<file path="src/rtl/rtcspi_pkg.sv">
package rtcspi_pkg;
  localparam int DATA_W    = 8;
  localparam int ADDR_W    = DATA_W - 1;
  localparam int RAM_DEPTH = 96;
  localparam int FLAG_W    = 2;
  localparam int WP_BIT    = 6;

  localparam logic [ADDR_W-1:0] CTRL_ADDR = 7'h0F;
  localparam logic [ADDR_W-1:0] STAT_ADDR = 7'h10;
  localparam logic [ADDR_W-1:0] TRK_ADDR  = 7'h11;
  localparam logic [ADDR_W-1:0] RAM_BASE  = 7'h20;

  localparam logic [DATA_W-1:0] CTRL_RST  = 8'hC0;
  localparam logic [DATA_W-1:0] CTRL_KEEP = 8'hC7;

  typedef enum logic {PH_CMD, PH_DATA} phase_e;
  typedef enum logic [2:0] {RG_EXT, RG_CTRL, RG_STAT, RG_TRK, RG_RAM} region_e;

  function automatic region_e region_of(input logic [ADDR_W-1:0] a);
    if (a == CTRL_ADDR) return RG_CTRL;
    if (a == STAT_ADDR) return RG_STAT;
    if (a == TRK_ADDR)  return RG_TRK;
    if (int'(a) >= int'(RAM_BASE) && int'(a) < int'(RAM_BASE) + RAM_DEPTH) return RG_RAM;
    return RG_EXT;
  endfunction
endpackage

</file>
<file path="src/rtl/rtcspi_sync.sv">
module rtcspi_sync #(
  parameter int WIDTH  = 1,
  parameter int STAGES = 2
) (
  input  logic             clk_i,
  input  logic             rst_ni,
  input  logic [WIDTH-1:0] d_i,
  output logic [WIDTH-1:0] q_o
);
  logic [STAGES-1:0][WIDTH-1:0] stg_q;

  for (genvar s = 0; s < STAGES; s++) begin : g_stage
    if (s == 0) begin : g_first
      always_ff @(posedge clk_i or negedge rst_ni)
        if (!rst_ni) stg_q[s] <= '0;
        else         stg_q[s] <= d_i;
    end else begin : g_next
      always_ff @(posedge clk_i or negedge rst_ni)
        if (!rst_ni) stg_q[s] <= '0;
        else         stg_q[s] <= stg_q[s-1];
    end
  end

  assign q_o = stg_q[STAGES-1];
endmodule

</file>
<file path="src/rtl/rtcspi_shift.sv">
module rtcspi_shift
  import rtcspi_pkg::*;
(
  input  logic              clk_i,
  input  logic              rst_ni,
  input  logic              sclk_i,
  input  logic              cs_i,
  input  logic              mosi_i,
  input  logic              load_i,
  input  logic [DATA_W-1:0] load_data_i,
  output logic              done_o,
  output logic [DATA_W-1:0] rx_o,
  output logic              miso_o
);
  localparam int BIT_W = $clog2(DATA_W);

  logic              sclk_q;
  logic [BIT_W-1:0]  bit_cnt_q;
  logic [DATA_W-2:0] rx_sh_q;
  logic [DATA_W-1:0] tx_sh_q, rx_q;
  logic              miso_q, done_q;
  logic              rise, fall;

  assign rise = cs_i &  sclk_i & ~sclk_q;
  assign fall = cs_i & ~sclk_i &  sclk_q;

  always_ff @(posedge clk_i or negedge rst_ni) begin
    if (!rst_ni) begin
      sclk_q    <= 1'b0;
      bit_cnt_q <= '0;
      rx_sh_q   <= '0;
      tx_sh_q   <= '0;
      rx_q      <= '0;
      miso_q    <= 1'b0;
      done_q    <= 1'b0;
    end else begin
      sclk_q <= sclk_i;
      done_q <= 1'b0;
      if (!cs_i) begin
        // partial byte dropped
        bit_cnt_q <= '0;
        tx_sh_q   <= '0;
        miso_q    <= 1'b0;
      end else begin
        if (fall) begin
          rx_sh_q   <= {rx_sh_q[DATA_W-3:0], mosi_i};
          bit_cnt_q <= bit_cnt_q + 1'b1;
          if (bit_cnt_q == BIT_W'(DATA_W-1)) begin
            done_q <= 1'b1;
            rx_q   <= {rx_sh_q, mosi_i};
          end
        end
        if (rise) begin
          miso_q  <= tx_sh_q[DATA_W-1];
          tx_sh_q <= {tx_sh_q[DATA_W-2:0], 1'b0};
        end
        if (load_i) tx_sh_q <= load_data_i;
      end
    end
  end

  assign done_o = done_q;
  assign rx_o   = rx_q;
  assign miso_o = miso_q;
endmodule

</file>
<file path="src/rtl/rtcspi_regs.sv">
module rtcspi_regs
  import rtcspi_pkg::*;
(
  input  logic              clk_i,
  input  logic              rst_ni,
  input  logic [ADDR_W-1:0] addr_i,
  input  logic              rd_i,
  input  logic              wr_i,
  input  logic [DATA_W-1:0] wdata_i,
  output logic [DATA_W-1:0] rdata_o,
  input  logic [FLAG_W-1:0] alarm_i,
  output logic              bus_rd_o,
  output logic              bus_wr_o,
  input  logic [DATA_W-1:0] bus_rdata_i,
  output logic [DATA_W-1:0] ctrl_o,
  output logic [DATA_W-1:0] trk_o,
  output logic [FLAG_W-1:0] flag_o
);
  logic [DATA_W-1:0] ctrl_q, trk_q, ram_rd;
  logic [FLAG_W-1:0] flag_q;
  logic [DATA_W-1:0] ram_q [RAM_DEPTH];
  logic [ADDR_W-1:0] ram_idx;
  region_e           rg;
  logic              wr_ok;

  assign rg      = region_of(addr_i);
  assign ram_idx = addr_i - RAM_BASE;
  // protection never blocks the control register itself
  assign wr_ok   = wr_i & (~ctrl_q[WP_BIT] | (rg == RG_CTRL));

  always_ff @(posedge clk_i or negedge rst_ni) begin
    if (!rst_ni) begin
      ctrl_q <= CTRL_RST;
      trk_q  <= '0;
      flag_q <= '0;
    end else begin
      if (wr_ok && rg == RG_CTRL) ctrl_q <= wdata_i & CTRL_KEEP;
      if (wr_ok && rg == RG_TRK)  trk_q  <= wdata_i;
      flag_q <= ((wr_ok && rg == RG_STAT) ? wdata_i[FLAG_W-1:0] : flag_q) | alarm_i;
    end
  end

  always_ff @(posedge clk_i or negedge rst_ni) begin
    if (!rst_ni) begin
      for (int i = 0; i < RAM_DEPTH; i++) ram_q[i] <= '0;
    end else if (wr_ok && rg == RG_RAM) begin
      for (int i = 0; i < RAM_DEPTH; i++)
        if (ram_idx == ADDR_W'(i)) ram_q[i] <= wdata_i;
    end
  end

  always_comb begin
    ram_rd = '0;
    for (int i = 0; i < RAM_DEPTH; i++)
      if (ram_idx == ADDR_W'(i)) ram_rd = ram_q[i];
  end

  always_comb begin
    unique case (rg)
      RG_CTRL: rdata_o = ctrl_q;
      RG_STAT: rdata_o = {{(DATA_W-FLAG_W){1'b0}}, flag_q};
      RG_TRK:  rdata_o = trk_q;
      RG_RAM:  rdata_o = ram_rd;
      default: rdata_o = bus_rdata_i;
    endcase
  end

  assign bus_rd_o = rd_i  & (rg == RG_EXT);
  assign bus_wr_o = wr_ok & (rg == RG_EXT);
  assign ctrl_o   = ctrl_q;
  assign trk_o    = trk_q;
  assign flag_o   = flag_q;
endmodule

</file>
<file path="src/rtl/rtcspi_target.sv">
module rtcspi_target
  import rtcspi_pkg::*;
#(
  parameter int SYNC_STAGES = 2
) (
  input  logic              clk_i,
  input  logic              rst_ni,
  input  logic              sclk_i,
  input  logic              cs_i,
  input  logic              mosi_i,
  output logic              miso_o,
  output logic [ADDR_W-1:0] bus_addr_o,
  output logic              bus_rd_o,
  output logic              bus_wr_o,
  output logic [DATA_W-1:0] bus_wdata_o,
  input  logic [DATA_W-1:0] bus_rdata_i,
  input  logic [FLAG_W-1:0] alarm_i,
  output logic [DATA_W-1:0] ctrl_o,
  output logic [DATA_W-1:0] trickle_o,
  output logic [FLAG_W-1:0] alarm_flag_o
);
  logic [2:0]        pins_s;
  logic              sclk_s, cs_s, mosi_s;
  logic              done;
  logic [DATA_W-1:0] rx_b, rdata;
  phase_e            phase_q;
  logic              wr_q;
  logic [ADDR_W-1:0] ptr_q, acc_addr;
  logic              acc_rd, acc_wr, is_cmd;

  rtcspi_sync #(.WIDTH(3), .STAGES(SYNC_STAGES)) u_sync (
    .clk_i(clk_i), .rst_ni(rst_ni),
    .d_i({sclk_i, cs_i, mosi_i}), .q_o(pins_s)
  );
  assign {sclk_s, cs_s, mosi_s} = pins_s;

  rtcspi_shift u_shift (
    .clk_i(clk_i), .rst_ni(rst_ni),
    .sclk_i(sclk_s), .cs_i(cs_s), .mosi_i(mosi_s),
    .load_i(acc_rd), .load_data_i(rdata),
    .done_o(done), .rx_o(rx_b), .miso_o(miso_o)
  );

  assign is_cmd   = (phase_q == PH_CMD);
  assign acc_addr = is_cmd ? rx_b[ADDR_W-1:0] : ptr_q;
  // reads prefetch the byte that the next data slot shifts out
  assign acc_rd   = done & (is_cmd ? ~rx_b[DATA_W-1] : ~wr_q);
  assign acc_wr   = done & ~is_cmd & wr_q;

  always_ff @(posedge clk_i or negedge rst_ni) begin
    if (!rst_ni) begin
      phase_q <= PH_CMD;
      wr_q    <= 1'b0;
      ptr_q   <= '0;
    end else if (!cs_s) begin
      phase_q <= PH_CMD;
    end else if (done) begin
      if (is_cmd) begin
        phase_q <= PH_DATA;
        wr_q    <= rx_b[DATA_W-1];
        ptr_q   <= rx_b[DATA_W-1] ? rx_b[ADDR_W-1:0] : rx_b[ADDR_W-1:0] + 1'b1;
      end else begin
        ptr_q   <= ptr_q + 1'b1;
      end
    end
  end

  rtcspi_regs u_regs (
    .clk_i(clk_i), .rst_ni(rst_ni),
    .addr_i(acc_addr), .rd_i(acc_rd), .wr_i(acc_wr), .wdata_i(rx_b),
    .rdata_o(rdata), .alarm_i(alarm_i),
    .bus_rd_o(bus_rd_o), .bus_wr_o(bus_wr_o), .bus_rdata_i(bus_rdata_i),
    .ctrl_o(ctrl_o), .trk_o(trickle_o), .flag_o(alarm_flag_o)
  );

  assign bus_addr_o  = acc_addr;
  assign bus_wdata_o = rx_b;
endmodule

</file>
<file path="config.mk">
export PLATFORM = sky130hd
export DESIGN_NAME = rtcspi_target
export DESIGN_NICKNAME = d
export VERILOG_FILES = /design/src/rtl/rtcspi_pkg.sv /design/src/rtl/rtcspi_sync.sv /design/src/rtl/rtcspi_shift.sv /design/src/rtl/rtcspi_regs.sv /design/src/rtl/rtcspi_target.sv
export SDC_FILE = /design/constraint.sdc
export NUM_CORES = 2
export LEC_CHECK = 0
export BUFFER_PORTS_ARGS = -buffer_cell sky130_fd_sc_hd__buf_2
export CORE_MARGIN = 4
export CORE_UTILIZATION = 55
export DETAILED_ROUTE_END_ITERATION = 16
export PLACE_DENSITY_LB_ADDON = 0.15
export SYNTH_ARGS = -nofsm -noshare
export SYNTH_HDL_FRONTEND = slang
export SYNTH_SLANG_ARGS = --single-unit
</file>
<file path="constraint.sdc">
create_clock -name clk_i -period 5.68 [get_ports clk_i]
set_input_delay 1.136 -clock clk_i [delete_from_list [all_inputs] [get_ports clk_i]]
set_output_delay 1.136 -clock clk_i [all_outputs]
set_load 0.05 [all_outputs]
</file>
# Yosys cells after proc, flatten, opt, wreduce, memory -nomap -nowiden
# Cells that the tools add are included.
[classes] n_mux=132 n_reduce_logical=106 eq_ne=107 n_bitwise=18 addsub=4 order_cmp=1
[op_table] cell="two-way mux 8 bit" n=99
[op_table] cell="equality test 7 x 6 -> 1 bit (second input constant)" n=32
[op_table] cell="equality test 7 bit (second input constant)" n=32
[op_table] cell="AND reduction 2 bit" n=98
[op_table] cell="equality test 7 x 5 -> 1 bit (second input constant)" n=18
[op_table] cell="equality test 7 x 4 -> 1 bit (second input constant)" n=9
[op_table] cell="one-hot mux 8 bit (4 select lines)" n=1
[op_table] cell="two-way mux 3 bit" n=10
[op_table] cell="equality test 7 x 3 -> 1 bit (second input constant)" n=4
[op_table] cell="two-way mux 7 bit" n=3
[op_table] cell="two-way mux 1 bit" n=18
[op_table] cell="adder 7 x 1 -> 7 bit (second input constant)" n=2
[op_table] cell="equality test 7 x 2 -> 1 bit (second input constant)" n=2
[op_table] cell="AND 1 bit" n=10
[op_table] cell="equality test 7 x 1 -> 1 bit (second input constant)" n=1
[op_table] cell="greater-or-equal comparator 7 x 6 -> 1 bit (second input constant)" n=1
[op_table] cell="zero test 7 bit" n=1
[op_table] cell="subtractor 7 x 6 -> 7 bit (second input constant)" n=1
[op_table] cell="equality test 3 x 2 -> 1 bit (second input constant)" n=2
[op_table] cell="equality test 3 bit (second input constant)" n=2
[op_table] cell="inequality test 2 x 1 -> 1 bit (second input constant)" n=3
[op_table] cell="inverter 1 bit" n=6
[op_table] cell="AND reduction 3 bit" n=2
[op_table] cell="logical AND 1 bit" n=4
[op_table] cell="other kinds (7)" n=7
[totals] reg_bits=827 wordCells=479 in_bits=15 out_inout_bits=36

# Depth between registers and ports, before layout
[depth] depth_word=102 ltp_mapped=23 depth_no_buf=11

# By module
# Synthesis repeated with hierarchy kept, for this count alone.
[unflattened] cells_unflattened=3589 hier_area_um2=42135.4
[by_module_without_submodules] mod="rtcspi_regs" seq_area_each_um2=19596.3 cells_each=3395 n_inst=1 area_each_um2=39968.3
[by_module_without_submodules] mod="rtcspi_shift" seq_area_each_um2=725.7 cells_each=104 n_inst=1 area_each_um2=1293.7
[by_module_without_submodules] mod="rtcspi_target" seq_area_each_um2=225.2 cells_each=81 n_inst=1 area_each_um2=700.7
[by_module_without_submodules] mod="rtcspi_sync" seq_area_each_um2=150.1 cells_each=9 n_inst=1 area_each_um2=172.7

# Worst setup path after synthesis
# Ideal clock, no wire load.
[synth_path] kind="register to register" start="register phase_q" end="register u_shift.tx_sh_q[2]" required_time_ns=5.560 path_stages_with_launch=20 n_path_buf=9 setup_ns=0.120 period_less_slack_ns=4.806 arrival_time_ns=4.685 setup_slack_ns=0.874 cell_sequence="dfrtp_1 > buf_6 > buf_6 > buf_6 > buf_4 > buf_2 > buf_2 > buf_1 > buf_1 > mux2i_1 > ha_1 > buf_1 > o31ai_2 > nand2_1 > o221ai_1 > o211ai_1 > a2111oi_2 > nand3_1 > or3_1 > o211a_1"
[synth_between] elab_chain_cells=102 word_cells_on_any_way=225 classes_between="add/sub: 1; order compare: 1; eq/ne: 103; mux: 118; bitwise: 1; reduce/logical: 1"
[synth_rtl] element="from (decl)" line="rtcspi_target.sv:26" rtl="phase_e phase_q;"
[synth_rtl] element="from (signal assigned)" line="rtcspi_target.sv:52" rtl="phase_q <= PH_CMD;"
[synth_rtl] element="from (signal assigned)" line="rtcspi_target.sv:56" rtl="phase_q <= PH_CMD;"
[synth_rtl] element="from (signal assigned)" line="rtcspi_target.sv:59" rtl="phase_q <= PH_DATA;"
[synth_rtl] element="two-way mux 7 bit" line="rtcspi_target.sv:45" rtl="assign acc_addr = is_cmd ? rx_b[ADDR_W-1:0] : ptr_q;"
[synth_rtl] element="subtractor 7 x 6 -> 7 bit" line="rtcspi_regs.sv:27" rtl="assign ram_idx = addr_i - RAM_BASE;"
[synth_rtl] element="zero test 7 bit" line="rtcspi_regs.sv:55" rtl="if (ram_idx == ADDR_W'(i)) ram_rd = ram_q[i];"
[synth_rtl] element="two-way mux 8 bit (96 in series)" line="rtcspi_regs.sv:55"
[synth_rtl] element="one-hot mux 8 bit (4 select lines)" line="rtcspi_regs.sv:59" rtl="unique case (rg)"
[synth_rtl] element="two-way mux 8 bit" line="rtcspi_shift.sv:57" rtl="if (load_i) tx_sh_q <= load_data_i;"
[synth_rtl] element="two-way mux 8 bit" line="rtcspi_shift.sv:39" rtl="if (!cs_i) begin"
[synth_rtl] element="to (signal assigned)" line="rtcspi_shift.sv:55" rtl="tx_sh_q <= {tx_sh_q[DATA_W-2:0], 1'b0};"
[synth_rtl] element="to (signal assigned)" line="rtcspi_shift.sv:57"
[synth_rtl] element="to (decl)" line="rtcspi_shift.sv:20" rtl="logic [DATA_W-1:0] tx_sh_q, rx_q;"
# Parallel ways exist; a longest one is shown, timed or not. The select of a mux whose other input is x is not followed.
# A chain may end at the register's enable or synchronous reset.

# Worst setup path in the final report
[layout_path] start="register phase_q" end="register u_shift.tx_sh_q[5]"
# The elaborated chain is that of the path after synthesis.

==> results.yml <==
pwr:
  pwr-share-comb_pct: 1.3
  p_switching_w: 0.00272
  p_seq_share_pct: 48.9
  finalPower_w: 0.0121
  p_sw_share_pct: 22.5
  peakVddDrop_uv: 276
  p_clk_share_pct: 49.8
  power.leakage_nw: 21.6
  intPower_w: 0.00938
  power-per-cell-area_nw_per_um2: 258
cts:
  clockBufferDepth: 3
  cts_resized: 0
  tritoncts: "built"
  cts_hold_buffers: 0
  clk_pin_slew_ns: 0.06
  numCtsBuffers: 88
  cts_setup_buffers: 0
  clkLatencyLatePin_ns: 0.68
  clock-sinks: 827
  cts-root-buf: "clkbuf_16"
  cts_max_level: 3
worst_setup_path:
  worstPathRequired_ns: 6.27
  crit_path_max_fanout: 40
  reg2reg_slack_ns: 0.22
  start_kind: "flip-flop"
  cp-end-kind: "flip-flop"
  cp_data_arrival_time_ns: 6.05
  criticalPathCategory: "reg2reg"
placed_design:
  dp.cells: 4644
  place_ws_ns: 0.573
  port_buffers: 47
  dp_hpwl_mm: 114
  place_congestion: 1.02
drt:
  vias: 35598
  wirelength_mm: 168
  routedWlPerCell_um: 34.9
  antenna_left: 0
  viasPerCell: 7.41
  drc: 0
  drt_iter0_markers: 5781
  first_pass_iters: 9
global_route:
  grt_pass1_wl_mm: 245
  antenna_found_initial: 7
  met3_usage_pct: 11.1
  met1_usage_pct: 54.5
  grt_max_degree: 142
  grtUsageMet2_pct: 58.9
  grt_usage_pct: 40.6
  grt_pass1_vias: 34936
  overflow: 0
  top_usage_layer: "met2"
status:
  status: "finished, final reports clean"
timing:
  hold_viol_final: 0
  fin_crit_ns: 5.46
  finalSetupTns_ns: 0
  worst_pin_slew_ns: 1.44
  maxSlewHeadroom_pct: 4.19
  layout_setup_ws_ns: 0.219
  max_clock_freq_mhz: 183
  setup_violations: 0
  finClkSkew_ns: 0.0317
  fin_crit_sh_pct: 96.1
  slew_violations: 0
  rsz0062_at_grt: "no"
synthesis:
  yosysSeqAreaShare_pct: 49.3
  synth_seq_cells: 827
  synthArstFlopShare_pct: 100
  avgSynthCellArea_sq_um: 11.3
  yosysWarnings: 0
  synth_cell_type_count: 97
  ys.flop_type: "dfrtp_1"
  synth_edf_count: 0
  netlist_area_sq_um: 42000
  synthesis.instances: 3699
finish:
  fillerInstances: 6047
  nets: 3776
  seq_area_sq_um: 20700
  final_common_cell: "dfrtp_1"
  mostFrequentLayoutCells: "dfrtp_1 (816), mux2_2 (753), nand2_1 (250), nor2_1 (197), o21ai_0 (180)"
  area_delta_synth_final_pct: 11.7
  final_util_pct: 61.8
  multi_input_area_sq_um: 20200
  drive_gt1_share_pct: 33.6
  layout.cells.non_filler: 4807
floorplan:
  start_util_pct: 55.3
  dieArea_sq_um: 80800
  fp-row-count: 101
  die_h_um: 284
  die_w_um: 284
  io_pins: 51
  core_area_sq_um: 75800
run:
  maxCapViolCount: 0
hold_path:
  worstHoldPathType: "reg2reg"
worst max-delay path: stages (launching register included):
cell       delay (ns)
dfrtp_4          0.71
buf_4            0.42
nor3b_1          0.72
o22ai_2          0.62
nor2_1           0.62
a32oi_1          0.12
o2111ai_1        0.25
a31oi_1          0.16
nor4_1           0.78
a311oi_1         0.50
buf_4            0.29
o21ai_0          0.15
power by group through the flow:
stage | clock network (W) | registers, W | logic [W]
CTS | 0.00604 | 0.00592 | 0.000168
floorplan | 0 | 0.00602 | 0.0000228
global placement | 0 | 0.00602 | 0.000163
global route | 0.00630 | 0.00591 | 0.000187
detailed placement | 0 | 0.00602 | 0.000168
finish | 0.00602 | 0.00592 | 0.000162
logic make-up (layout without fill, tap and decap cells):
family	after synthesis	count (layout)	share of synthesized area, %
adder cells (fa/ha/maj)	5	5	0.149
other	1	8	0.00894
AO/OA/AOI/OAI	946	946	15.9
XOR/XNOR	8	8	0.167
AND/OR/NAND/NOR	854	854	10.6
buffers and inverters	271	394	2.74
flip-flops	827	827	49.3
multiplexers	787	787	21.1
registers in the layout, indices dropped and copies added (netlist names), 2 cells and up:
signal and flops:
ptr_q 7, u_regs.trk_o 8, u_shift.rx_o 8, u_regs.ctrl_o 5
u_regs.flag_o 2, u_regs.ram_q 768, u_sync.q_o 3, u_shift.tx_sh_q 8
u_shift.rx_sh_q 7, u_sync.stg_q 3, u_shift.bit_cnt_q 3
metrics by stage:
stage / instance area [sq um] / hold WS, ns
finish: 46900 / 0.351
floorplan: 42000 / 0.331
detailed placement: 43900 / 0.342
global route: 46800 / 0.366
global placement: 43900 / 0.336
CTS: 46800 / 0.352
metal layers:
| metal | wire (um) | share of wire, % |
|---|---|---|
| met5 | 33 | 0.020 |
| met4 | 13200 | 7.9 |
| met3 | 20300 | 12 |
| met2 | 70800 | 42 |
| met1 | 63400 | 38 |
synth_stat cells, types with 24 or more instances:
cell type / n / area share (%)
dfrtp_1: 825 / 49
mux2_2: 753 / 20
nand2_1: 253 / 2.3
nor2_1: 206 / 1.8
o21ai_0: 180 / 2.1
clkbuf_1: 171 / 1.5
a21oi_1: 156 / 1.9
o22ai_1: 96 / 1.4
a22oi_1: 81 / 1.4
nor3_1: 70 / 0.84
nor2_2: 62 / 0.92
nand3_1: 52 / 0.62
a211oi_1: 49 / 0.88
o221ai_1: 45 / 0.94
buf_2: 43 / 0.51
a221oi_1: 32 / 0.67
o211ai_1: 32 / 0.57
nor2_4: 30 / 0.81
a22o_1: 24 / 0.50
inv_1: 24 / 0.21
area by class of cell:
class                      instances  area share, %
antenna                            5         0.0267
clock buffer                     116           5.12
clock inverter                    42           1.24
inverter                          27          0.216
multi-input combinational       2603           43.1
sequential                       827           44.2
tap                              978           2.61
timing repair buffer             209           3.44
final timing paths:
check,startpoint,endpoint,cells after the start
setup / recovery,phase_q,u_shift.tx_sh_q[5],11
hold / removal,u_sync.stg_q[1],u_sync.q_o[1],0
setup reg to reg,phase_q,u_shift.tx_sh_q[5],11
hold reg to reg,u_sync.stg_q[1],u_sync.q_o[1],0
max in group asynchronous,rst_ni,u_regs.ram_q[142],2
min in group asynchronous,rst_ni,u_regs.ram_q[664],1
Note: power is estimated with default switching activity, not from simulation.
